File: src/rtl/dma_stat_pkg.sv
// Package: shared constants for the channel status word.
// Assumes: the status word is 32 bits with 8-bit threshold and delay fields.
package dma_stat_pkg;
    localparam int WORD_W   = 32;
    localparam int FLD_W    = 8;
    localparam int NUM_ERR  = 6;
    localparam int NUM_FLAG = 3;
    localparam int BIT_HALT = 0;
    localparam int BIT_IDLE = 1;
    localparam int BIT_SGIN = 3;
    localparam int BIT_FLG0 = 12;
    localparam int THR_LSB  = 16;
    localparam int DLY_LSB  = 24;

    // Error class i sits at bit 4..6 for the data errors, 8..10 for descriptor errors.
    function automatic int err_pos(input int i);
        return (i < 3) ? (4 + i) : (5 + i);
    endfunction
endpackage

File: src/rtl/dma_stat_runctl.sv
// Module: run/halt/idle tracking and sticky error capture.
// Assumes: event inputs are single-cycle pulses; ERR_MASK lists the error
// classes that exist in the selected variant, the others are ignored.
module dma_stat_runctl #(
    parameter int NUM_ERR = 6,
    parameter logic [NUM_ERR-1:0] ERR_MASK = '1
) (
    input  logic               clk,
    input  logic               rst_n,
    input  logic               run_i,
    input  logic               shut_i,
    input  logic               idle_ev_i,
    input  logic               busy_ev_i,
    input  logic [NUM_ERR-1:0] err_ev_i,
    output logic               halted_o,
    output logic               idle_o,
    output logic [NUM_ERR-1:0] err_flags_o,
    output logic               err_any_ev_o,
    output logic               run_clr_o
);
    logic               halted_q;
    logic               idle_q;
    logic [NUM_ERR-1:0] err_q;
    logic [NUM_ERR-1:0] err_live;

    assign err_live     = err_ev_i & ERR_MASK;
    assign err_any_ev_o = |err_live;
    assign run_clr_o    = err_any_ev_o | (|err_q);
    assign halted_o     = halted_q;
    assign idle_o       = idle_q & ~halted_q;
    assign err_flags_o  = err_q;

    // Purpose: halted follows the shutdown handshake and the run bit.
    always_ff @(posedge clk) begin
        if (!rst_n) begin
            halted_q <= 1'b1;
        end else if (!run_i && shut_i) begin
            halted_q <= 1'b1;
        end else if (run_i && (err_q == '0)) begin
            halted_q <= 1'b0;
        end
    end

    // Purpose: idle is set by the engine's idle report and dropped on busy or halt.
    always_ff @(posedge clk) begin
        if (!rst_n) begin
            idle_q <= 1'b0;
        end else if (halted_q || busy_ev_i) begin
            idle_q <= 1'b0;
        end else if (idle_ev_i) begin
            idle_q <= 1'b1;
        end
    end

    // Purpose: error classes are sticky until reset.
    always_ff @(posedge clk) begin
        if (!rst_n) begin
            err_q <= '0;
        end else begin
            err_q <= err_q | err_live;
        end
    end

    // halted only rises after a shutdown report with run low
    a_r4_halt_on_shutdown: assert property (@(posedge clk) disable iff (!rst_n)
        $rose(halted_q) |-> $past(shut_i && !run_i));
    // run-clear stays high after an error
    a_r3_runclr_hold: assert property (@(posedge clk) disable iff (!rst_n)
        err_any_ev_o |=> run_clr_o);
    // idle only rises from an idle report
    a_r5_idle_source: assert property (@(posedge clk) disable iff (!rst_n)
        $rose(idle_q) |-> $past(idle_ev_i));
endmodule

File: src/rtl/dma_stat_coal.sv
// Module: packet-threshold countdown and delay timer for interrupt coalescing.
// Assumes: pkt_i pulses once per counted packet; TICK_DIV >= 1 cycles per tick.
module dma_stat_coal #(
    parameter int FLD_W    = 8,
    parameter int TICK_DIV = 16,
    localparam int PRE_W   = (TICK_DIV > 1) ? $clog2(TICK_DIV) : 1
) (
    input  logic             clk,
    input  logic             rst_n,
    input  logic             pkt_i,
    input  logic [FLD_W-1:0] thr_prog_i,
    input  logic [FLD_W-1:0] dly_prog_i,
    output logic             ioc_set_o,
    output logic             dly_set_o,
    output logic [FLD_W-1:0] thr_sts_o,
    output logic [FLD_W-1:0] dly_sts_o
);
    logic             started_q;
    logic             armed_q;
    logic [FLD_W-1:0] thr_q;
    logic [FLD_W-1:0] dly_q;
    logic [PRE_W-1:0] pre_q;
    logic [FLD_W-1:0] thr_eff;
    logic [FLD_W-1:0] thr_cur;
    logic             tick;
    logic             meet;
    logic             timeout;

    assign thr_eff   = (thr_prog_i == '0) ? FLD_W'(1) : thr_prog_i;
    assign thr_cur   = started_q ? thr_q : thr_eff;
    assign tick      = armed_q && (pre_q == PRE_W'(TICK_DIV - 1));
    assign meet      = (thr_cur <= FLD_W'(1));
    assign timeout   = !pkt_i && tick &&
                       ({1'b0, dly_q} + 1'b1 >= {1'b0, dly_prog_i});
    assign ioc_set_o = pkt_i && meet;
    assign dly_set_o = timeout;
    assign thr_sts_o = thr_q;
    assign dly_sts_o = dly_q;

    // Purpose: count packets down, arm and run the delay timer, reload on expiry.
    always_ff @(posedge clk) begin
        if (!rst_n) begin
            started_q <= 1'b0;
            armed_q   <= 1'b0;
            thr_q     <= FLD_W'(1);
            dly_q     <= '0;
            pre_q     <= '0;
        end else if (pkt_i) begin
            started_q <= 1'b1;
            pre_q     <= '0;
            dly_q     <= '0;
            if (meet) begin
                thr_q   <= thr_eff;
                armed_q <= 1'b0;
            end else begin
                thr_q   <= thr_cur - 1'b1;
                armed_q <= (dly_prog_i != '0);
            end
        end else begin
            if (!started_q) begin
                thr_q <= thr_eff;
            end
            if (armed_q) begin
                pre_q <= tick ? '0 : pre_q + 1'b1;
            end
            if (tick) begin
                if (timeout) begin
                    armed_q <= 1'b0;
                    dly_q   <= '0;
                    thr_q   <= thr_eff;
                end else begin
                    dly_q <= dly_q + 1'b1;
                end
            end
        end
    end

    // threshold status never reaches zero
    a_r8_thr_nonzero: assert property (@(posedge clk) disable iff (!rst_n)
        thr_q != '0);
    // every counted packet restarts the delay count
    a_r10_delay_restart: assert property (@(posedge clk) disable iff (!rst_n)
        pkt_i |=> (dly_q == '0));
endmodule

File: src/rtl/dma_stat_flags.sv
// Module: three sticky interrupt flags with write-one-to-clear and the irq OR.
// Assumes: flag order is [0] completion, [1] delay, [2] error.
module dma_stat_flags #(
    parameter int NUM_FLAG = 3
) (
    input  logic                clk,
    input  logic                rst_n,
    input  logic [NUM_FLAG-1:0] set_i,
    input  logic                wr_i,
    input  logic [NUM_FLAG-1:0] wr_clr_i,
    input  logic [NUM_FLAG-1:0] en_i,
    output logic [NUM_FLAG-1:0] flags_o,
    output logic                irq_o
);
    logic [NUM_FLAG-1:0] flag_q;
    logic [NUM_FLAG-1:0] clr;

    assign clr     = wr_i ? wr_clr_i : '0;
    assign flags_o = flag_q;
    assign irq_o   = |(flag_q & en_i);

    // Purpose: hardware set takes priority over a same-cycle software clear.
    always_ff @(posedge clk) begin
        if (!rst_n) begin
            flag_q <= '0;
        end else begin
            flag_q <= (flag_q & ~clr) | set_i;
        end
    end

    // a set event is never lost
    a_r7_set_wins: assert property (@(posedge clk) disable iff (!rst_n)
        (|set_i) |=> ((flag_q & $past(set_i)) == $past(set_i)));
    // a written one clears a flag with no concurrent set
    a_r6_w1c: assert property (@(posedge clk) disable iff (!rst_n)
        wr_i |=> ((flag_q & $past(wr_clr_i & ~set_i)) == '0));
endmodule

File: src/rtl/dma_chan_status.sv
// Module: status word and interrupt logic of one memory-to-stream DMA channel.
// Assumes: engine events are single-cycle pulses; SG_MODE=1 selects the
// scatter-gather variant, 0 the direct-register variant.
module dma_chan_status
    import dma_stat_pkg::*;
#(
    parameter bit SG_MODE  = 1'b1,
    parameter int TICK_DIV = 16
) (
    input  logic        clk,
    input  logic        rst_n,
    input  logic        run_en_i,
    input  logic        ioc_en_i,
    input  logic        dly_en_i,
    input  logic        err_en_i,
    input  logic [7:0]  thr_prog_i,
    input  logic [7:0]  dly_prog_i,
    input  logic        pkt_done_i,
    input  logic        pkt_eof_i,
    input  logic        idle_ev_i,
    input  logic        busy_ev_i,
    input  logic        shutdown_i,
    input  logic [5:0]  err_ev_i,
    input  logic        sw_wr_i,
    input  logic [31:0] sw_wdata_i,
    output logic [31:0] status_o,
    output logic        run_clr_o,
    output logic        irq_o
);
    localparam logic [NUM_ERR-1:0] ERR_MASK = SG_MODE ? 6'b111111 : 6'b000110;

    logic               halted;
    logic               idle;
    logic [NUM_ERR-1:0] err_flags;
    logic               err_any_ev;
    logic               ioc_set;
    logic               dly_set;
    logic [FLD_W-1:0]   thr_sts;
    logic [FLD_W-1:0]   dly_sts;
    logic [NUM_FLAG-1:0] flags;

    dma_stat_runctl #(
        .NUM_ERR  (NUM_ERR),
        .ERR_MASK (ERR_MASK)
    ) u_runctl (
        .clk          (clk),
        .rst_n        (rst_n),
        .run_i        (run_en_i),
        .shut_i       (shutdown_i),
        .idle_ev_i    (idle_ev_i),
        .busy_ev_i    (busy_ev_i),
        .err_ev_i     (err_ev_i),
        .halted_o     (halted),
        .idle_o       (idle),
        .err_flags_o  (err_flags),
        .err_any_ev_o (err_any_ev),
        .run_clr_o    (run_clr_o)
    );

    generate
        if (SG_MODE) begin : g_sg
            dma_stat_coal #(
                .FLD_W    (FLD_W),
                .TICK_DIV (TICK_DIV)
            ) u_coal (
                .clk        (clk),
                .rst_n      (rst_n),
                .pkt_i      (pkt_done_i & pkt_eof_i),
                .thr_prog_i (thr_prog_i),
                .dly_prog_i (dly_prog_i),
                .ioc_set_o  (ioc_set),
                .dly_set_o  (dly_set),
                .thr_sts_o  (thr_sts),
                .dly_sts_o  (dly_sts)
            );
        end else begin : g_direct
            assign ioc_set = pkt_done_i;
            assign dly_set = 1'b0;
            assign thr_sts = FLD_W'(1);
            assign dly_sts = '0;
        end
    endgenerate

    dma_stat_flags #(
        .NUM_FLAG (NUM_FLAG)
    ) u_flags (
        .clk      (clk),
        .rst_n    (rst_n),
        .set_i    ({err_any_ev, dly_set, ioc_set}),
        .wr_i     (sw_wr_i),
        .wr_clr_i (sw_wdata_i[BIT_FLG0 +: NUM_FLAG]),
        .en_i     ({err_en_i, dly_en_i, ioc_en_i}),
        .flags_o  (flags),
        .irq_o    (irq_o)
    );

    // Purpose: assemble the status word; unlisted bits stay zero.
    always_comb begin
        status_o = '0;
        status_o[BIT_HALT] = halted;
        status_o[BIT_IDLE] = idle;
        status_o[BIT_SGIN] = SG_MODE;
        for (int i = 0; i < NUM_ERR; i++) begin
            status_o[err_pos(i)] = err_flags[i];
        end
        status_o[BIT_FLG0 +: NUM_FLAG] = flags;
        status_o[THR_LSB +: FLD_W] = thr_sts;
        status_o[DLY_LSB +: FLD_W] = dly_sts;
    end

    // reserved bits never read as one
    a_r2_reserved_zero: assert property (@(posedge clk) disable iff (!rst_n)
        (status_o[2] | status_o[7] | status_o[11] | status_o[15]) == 1'b0);
endmodule

File: config.mk
export PLATFORM = sky130hd
export DESIGN_NAME = dma_chan_status
export DESIGN_NICKNAME = d
export VERILOG_FILES = /design/src/rtl/dma_stat_pkg.sv /design/src/rtl/dma_stat_runctl.sv /design/src/rtl/dma_stat_coal.sv /design/src/rtl/dma_stat_flags.sv /design/src/rtl/dma_chan_status.sv
export SDC_FILE = /design/constraint.sdc
export NUM_CORES = 1
export LEC_CHECK = 0
export ABC_AREA = 1
export ABC_CLOCK_PERIOD_IN_PS = 2900
export BUFFER_PORTS_ARGS = -buffer_cell sky130_fd_sc_hd__buf_2
export CORE_UTILIZATION = 47
export DETAILED_ROUTE_END_ITERATION = 8
export PLACE_DENSITY = 0.8
export SYNTH_ARGS = -nofsm -noshare
export SYNTH_HDL_FRONTEND = slang
export SYNTH_SLANG_ARGS = --single-unit
export TNS_END_PERCENT = 20
File: constraint.sdc
create_clock -name clk -period 2.9 [get_ports clk]
set_clock_uncertainty 0.1 [all_clocks]
set_input_delay 0.435 -clock clk [delete_from_list [all_inputs] [get_ports clk]]
set_output_delay 0.435 -clock clk [all_outputs]
set_load 0.005 [all_outputs]
==> results of run 1 <==
[area by class of cell]
type                    count  area [sq um]
multi-input cells         238          1250
clock buffers               6          72.6
well taps                  52          65.1
fillers                   410          1800
repair buffers             69           355
clock inverters             2          10.0
flip-flops and latches     33           661
inverters                  46           173
[metrics by stage]
step | util [%] | hold WS (ns) | std cells | instance area (sq um)
CTS | 59.0 | 0.195 | 446 | 2580
finish | 59.0 | 0.206 | 446 | 2580
global route | 59.0 | 0.189 | 446 | 2580
detailed placement | 57.1 | 0.372 | 438 | 2500
floorplan | - | 0.353 | 329 | 2160
global placement | 57.1 | 0.368 | 438 | 2500
[synth_stat cells (all sizes together)]
library cell,instances
a211oi,1
a21oi,15
a31oi,2
buf,10
clkbuf,2
conb,2
dfxtp,33
ha,12
inv,46
nand2,99
nand3,29
nand3b,2
nand4,5
nor2,31
nor3,4
nor4,1
o211ai,1
o21ai,20
o22ai,1
o41ai,1
or2,2
xnor2,2
xor2,5
[cell families after synthesis]
| group | share of synthesized area, % |
|---|---|
| other | 0.349 |
| AOI/OAI and AO/OA | 11.5 |
| xor gates and xnor gates | 2.85 |
| adders and majority gates | 6.98 |
| buffers and inverters | 11.8 |
| DFF | 30.7 |
| and+or+nand+nor | 35.9 |
[power by group through the flow]
stage	logic, mW	registers [mW]	clock network (mW)
final	0.190	0.490	0.340
after global placement	0.184	0.499	0
after floorplan	0.124	0.500	0
after CTS	0.190	0.490	0.351
after detailed placement	0.188	0.500	0
after global routing	0.215	0.493	0.371
[worst max-delay path by stage]
stage / from / endpoint / slack, ns / depth (start not counted)
after global placement: thr_prog_i[3] / g_sg.u_coal.armed_q / 0.39 / 16
final: g_sg.u_coal.dly_sts_o[0] / g_sg.u_coal.dly_sts_o[6] / 0.31 / 14
after detailed placement: g_sg.u_coal.dly_sts_o[0] / g_sg.u_coal.dly_sts_o[0] / 0.33 / 15
after CTS: g_sg.u_coal.dly_sts_o[0] / g_sg.u_coal.dly_sts_o[6] / 0.32 / 14
after floorplan: g_sg.u_coal.dly_sts_o[0] / g_sg.u_coal.thr_sts_o[0] / 0.50 / 16
after global routing: g_sg.u_coal.dly_sts_o[0] / g_sg.u_coal.dly_sts_o[0] / 0.05 / 14
[placed cells by master, fill, tap and decap left out]
master,n
nand2_1,95
buf_2,65
inv_1,38
dfxtp_1,33
nand3_1,29
nor2_1,27
o21ai_1,15
a21oi_1,15
ha_1,12
inv_2,8
xor2_1,5
nand4_1,5
conb_1,5
clkbuf_8,5
nor3_1,4
buf_4,4
o21ai_2,3
xnor2_1,2
a31oi_1,2
nor2_4,2
nand2_2,2
nand2_4,2
nand3b_1,2
clkinv_2,2
or2_1,1
nor2_2,1
o21ai_0,1
o21ai_4,1
nor2_8,1
or2_2,1
o22ai_2,1
a211oi_1,1
nor4_1,1
o211ai_1,1
o41ai_1,1
clkbuf_1,1
[worst reg2reg max path: cells and delay by family, from the launching register on]
family | cells | cell delay [ns]
simple gates | 9 | 0.98
fa+ha+maj | 2 | 0.51
flops | 1 | 0.43
xor+xnor | 1 | 0.25
compound gates | 1 | 0.21
buf+inv | 1 | 0.04
[flip-flops by register name, indices dropped and copies added (netlist names)]
| register | count |
|---|---|
| g_sg.u_coal.armed_q | 1 |
| g_sg.u_coal.dly_sts_o | 8 |
| g_sg.u_coal.pre_q | 4 |
| g_sg.u_coal.started_q | 1 |
| g_sg.u_coal.thr_sts_o | 8 |
| u_flags.flags_o | 3 |
| u_runctl.err_flags_o | 6 |
| u_runctl.halted_o | 1 |
| u_runctl.idle_q | 1 |
[layer usage]
layer	track usage, %	vias to the layer above
li1	-	1166
met1	27.4	968
met2	37.8	102
met3	6.25	11
met4	7.78	0
met5	0	-
==> impl_results.md, run 1 <==
- Die X-Extent: 69.7 um
- HPWL after DPL: 3920 um
- Die height: 69.7 um
- Critical hold path startpoint: busy_ev_i
- Pre-antenna DRT Iters: 4
- CTS tree: built
- Initial core utilization: 49.1%
- Yosys reg bits: 33
- Yosys top cell area share: 30.7%
- R2r endpoint: g_sg.u_coal.dly_sts_o[6]
- Clock share of power: 33.4%
- Number of buffers created by CTS: 5
- Switching Power: 0.303 mW
- Comb power frac: 18.6%
- Gr usage total: 22.4%
- Hold Path Sink: u_runctl.idle_q
- # port buffers: 65
- Inserted Diodes: 0
- Slowest CP cell: dfxtp_1
- Period utilization: 89.2%
- Vias per cell: 5.04
- Boundary Pins: 100
- Layout cells sized above 1: 24.9%
- PnR worst setup slack: 0.315 ns
- 1st-iter DRT viols: 140
- FMAX: 0.387 GHz
- Fin. Hold Viols: 0
- Vias in the first global route: 2079
- Final min period: 2.59 ns
- Max-cap viol count: 0
- Post-synth cell types: 35
- Sequential area share after synthesis: 30.7%
- Required time of the critical path: 3.01 ns
- CP bufs+invs: 1
- Worst Setup End Kind: register
- RSZ-0062 raised after global routing: no
- Final slew viol count: 0
- Critical Path Fanout Max: 8
- Sw Share: 29.7%
- Status: complete, no violations
- Hold WC Path Type: input pin to register
- Internal: 0.717 mW
- Area grow syn2layout: 20.1%
- Post-Synthesis Cells: 326
- Synth area leaders: dfxtp_1 (31%), nand2_1 (17%), ha_1 (7.0%)
- Via count: 2247
- Synth warnings: 0
- DRC: 0
- Crit path largest cell delay: 0.43 ns
- Site Rows: 24
- Average wire per standard cell: 11.4 um
- Die area: 4850 sq um
- Core footprint: 4380 sq um
- DRT met1 WL: 2300 um
- Clock-pin slew on the worst setup and hold paths: 0.07 ns
- Clk_lat worst skew: 0.29 ns
- Setup violations, final: 0
- First-pass GRT wire length: 8810 um
- R2r startpoint: g_sg.u_coal.dly_sts_o[0]
- Largest net degree at the start of global routing: 17
- Setup Buffers After CTS: 0
- Routed met3 length: 398 um
- Min-Delay Path Depth: 2
- R2r worst-path depth: 14
- Nets@finish: 471
- Gpl congestion: 0.900
- Design Power: 1.02 mW
- Crit path kind: register to register
- Clock sink total: 33
- Most used cell, CP: nand2_1
- Routed wire length: 5080 um
- Mapped Area: 2150 sq um
- Crit path DAT: 2.69 ns
- H-tree depth: 2
- Clock Tree Root: clkbuf_8
- Placement Setup Slack: 0.329 ns
- Mapped Avg Cell Area: 6.60 sq um
- CTS Buffer Depth: 2
- Wire length on met2: 2300 um
- Crit path max-delay family: simple AND/OR/NAND/NOR gates
- Pwr Density: 394 nW/um^2
- Sequential power share: 48.0%
- Initial antenna violation count: 0
- VDD IR max: 0.266 mV
- Post-cts sizing count: 0
- Leak: 1.41 nW
- Aggregate global routing overflow: 0
- Total negative slack: 0 ns
- Startpoint class of the critical path: register
- Detail Route Antenna Nets: 0
- Reg2reg setup slack: 0.31 ns
- DR top layer: met4
- Leading area contributor after synthesis: dfxtp_1
- # hold bufs at CTS: 0
- Crit path cell chain: ha_1, nand3_1, nor2_1, xor2_1, ha_1, nand2_1, inv_1, nand2_1, nand2_1, nand2_1, nand2_1, nand2_1, nand2_1, o21ai_1
(Power assumes the default switching activity.)
==> run 2: changes to the inputs <==
--- a/config.mk
+++ b/config.mk
@@ -6,11 +6,11 @@
 export NUM_CORES = 1
 export LEC_CHECK = 0
 export ABC_AREA = 1
-export ABC_CLOCK_PERIOD_IN_PS = 2900
+export ABC_CLOCK_PERIOD_IN_PS = 2200
 export BUFFER_PORTS_ARGS = -buffer_cell sky130_fd_sc_hd__buf_2
-export CORE_UTILIZATION = 47
+export CORE_UTILIZATION = 42
 export DETAILED_ROUTE_END_ITERATION = 8
-export PLACE_DENSITY = 0.8
+export PLACE_DENSITY = 0.76
 export SYNTH_ARGS = -nofsm -noshare
 export SYNTH_HDL_FRONTEND = slang
 export SYNTH_SLANG_ARGS = --single-unit
==> constraint.sdc (replaced) <==
create_clock -name clk -period 2.2 [get_ports clk]
set_clock_uncertainty 0.1 [all_clocks]
set_input_delay 0.33 -clock clk [delete_from_list [all_inputs] [get_ports clk]]
set_output_delay 0.33 -clock clk [all_outputs]
set_load 0.005 [all_outputs]
==> run 2 against run 1 <==
  * Combinational power rose by 47%
  * Sequential share of layout area fell by 3.5 points
  * Largest cell class unchanged
  * Global-route usage rose by 0.73 points
  * Final cell count rose by 10%
  * Via count rose by 7.7%
  * The flow now finishes with violations (setup timing)
  * Die area rose by 12%
  * Design area rose by 17%
  * Worst hold slack got worse by 0.10 ns
  * Wire length rose by 16%
==> impl_results.md, run 2 (synthesized netlist as in run 1, its figures left out) <==
- Status: finished with violations
- Failing checks: setup timing
- # port buffers: 65 (unchanged)
- Die area: 5410 sq um (+12%)
- Boundary Pins: 100 (unchanged)
- Inserted Diodes: 0 (unchanged)
- Vias per cell: 4.92 (-2.4%)
- Die height: 73.6 um (+5.6%)
- Vias in the first global route: 2224 (+7.0%)
- Filler Cell Count: 438 (+6.8%)
- Post-route cell area: 3020 sq um (+17%)
- Setup violations, final: 17 (+17)
- 1st-iter DRT viols: 161 (+15%)
- Detail Route Antenna Nets: 0 (unchanged)
- Design Power: 1.52 mW (+49%)
- Routing usage on met3: 5.21% (-1.0 points)
- Largest net degree at the start of global routing: 17 (unchanged)
- Final min period: 2.29 ns (-0.292 ns)
- First-pass GRT wire length: 9600 um (+8.9%)
- Finished Core Util: 62.6% (+3.6 points)
- Slew margin rel.: 65.7%
- Hold WC Path Type: input pin to register
- Core footprint: 4820 sq um (+9.9%)
- Die X-Extent: 73.6 um (+5.6%)
- CTS tree: built
- CTS Buffer Depth: 2 (unchanged)
- PnR worst setup slack: -0.0932 ns (-0.408 ns)
- H-tree depth: 2 (unchanged)
- Commonest non-fill, non-tap cell in the layout: nand2_1
- Startpoint class of the critical path: register
- Crit path kind: register to register
- Crit path DAT: 2.38 ns (-0.31 ns)
- Fin. Hold Viols: 0 (unchanged)
- Worst-Margin Slew: 0.508 ns
- Layout cells sized above 1: 36.2% (+11 points)
- FMAX: 0.436 GHz (+13%)
- Max-cap viol count: 0 (unchanged)
- Critical Path Fanout Max: 8 (unchanged)
- Clock sink total: 33 (unchanged)
- DRC: 0 (unchanged)
- M2 GR Usage: 39.7% (+1.9 points)
- Initial core utilization: 44.7% (-4.4 points)
- Leak: 1.62 nW (+15%)
- Pre-antenna DRT Iters: 4 (unchanged)
- HPWL after DPL: 4250 um (+8.5%)
- Area grow syn2layout: 40.1%
- Final slew viol count: 0 (unchanged)
- Aggregate global routing overflow: 0 (unchanged)
- Met1 usage: 28.7% (+1.3 points)
- Worst Setup End Kind: register
- Site Rows: 25 (+4.2%)
- Gpl congestion: 0.899 (about the same)
- Routed wire length: 5880 um (+16%)
- VDD IR max: 0.417 mV (+57%)
- Commonest non-fill, non-tap cells in the layout: nand2_1 (88), buf_2 (65), inv_1 (38), dfxtp_1 (31), buf_4 (30)
- Gr usage total: 23.2% (+0.73 points)
- Number of buffers created by CTS: 5 (unchanged)
- Busiest grt layer: met2
- Via count: 2420 (+7.7%)
- Average wire per standard cell: 12.0 um (+5.1%)
- Post-place instance area: 2700 sq um (+7.8%)
- Clock-pin slew on the worst setup and hold paths: 0.07 ns (about the same)
- Required time of the critical path: 2.29 ns (-0.72 ns)
- Clk_lat worst skew: 0.29 ns (about the same)
- Nets@finish: 502 (+6.6%)
- Clock Tree Root: clkbuf_8
- Pwr Density: 504 nW/um^2 (+28%)
- Period utilization: 104% (+15 points)
- Initial antenna violation count: 0 (unchanged)
- RSZ-0062 raised after global routing: yes
run 2: cell count changes in the layout (fill, tap and decap cells not counted), sizes merged:
cell    delta
clkbuf     +1
buf       +31
clkinv     -2
bufinv     +1
run 2: timing repair:
action,CTS,global route
hold buffers,0,0
buffers inserted,8,2
gates resized for setup,13,15
pin swaps,5,16
endpoints found under the setup margin,17,18
hold endpoints to repair,0,0
run 2: power breakdown:
| group | switching (mW) | internal (mW) |
|---|---|---|
| logic | 0.164 | 0.116 |
| registers | 0.0193 | 0.624 |
| clock network | 0.226 | 0.369 |
run 2: path summary, 6_finish.rpt:
path	depth (start not counted)	to	slack, ns	from
min	2	u_runctl.idle_q	0.10	busy_ev_i
min reg2reg	2	u_runctl.err_flags_o[2]	0.37	u_runctl.err_flags_o[2]
max	16	g_sg.u_coal.thr_sts_o[7]	-0.09	g_sg.u_coal.dly_sts_o[1]
max reg2reg	16	g_sg.u_coal.thr_sts_o[7]	-0.09	g_sg.u_coal.dly_sts_o[1]
run 2: final cells by class:
| type | count | area (sq um) | area share [%] |
|---|---|---|---|
| Clock buffer | 7 | 86.3 | 2.86 |
| Clock inverter | 1 | 30.0 | 0.996 |
| Inverter | 46 | 173 | 5.73 |
| Multi-Input combinational cell | 238 | 1370 | 45.4 |
| Sequential cell | 33 | 666 | 22.1 |
| Tap cell | 67 | 83.8 | 2.78 |
| Timing Repair Buffer | 100 | 607 | 20.1 |
run 2: critical path, stage by stage (launching register included):
cell     delay [ns]
dfxtp_4        0.36
ha_4           0.16
buf_4          0.13
xor2_2         0.15
ha_1           0.31
nand2_1        0.07
nor2_2         0.10
nand2_1        0.06
nand3_2        0.07
nand2_1        0.05
nand2_1        0.07
nand2_1        0.06
nand2_2        0.10
buf_6          0.15
nand3_1        0.09
nand3_1        0.09
nand2_1        0.05
run 2: stage by stage:
step                      TNS [ns]  instances  hold slack, ns  setup slack [ns]
final                       -0.757        492           0.104           -0.0932
after global routing         -3.22        492           0.110            -0.219
after CTS                  -0.0674        490          0.0981           -0.0231
after detailed placement     -1.68        474           0.366            -0.135
after global placement      -0.912        474           0.363           -0.0751
after floorplan                  0        329           0.309            0.0122
run 2: layer usage:
metal	vias to the layer above	wire (um)	share of wire, %
met1	1096	2620	44
met5	-	0	0
met4	0	84	1.4
met3	8	378	6.4
met2	95	2810	48
li1	1221	-	-
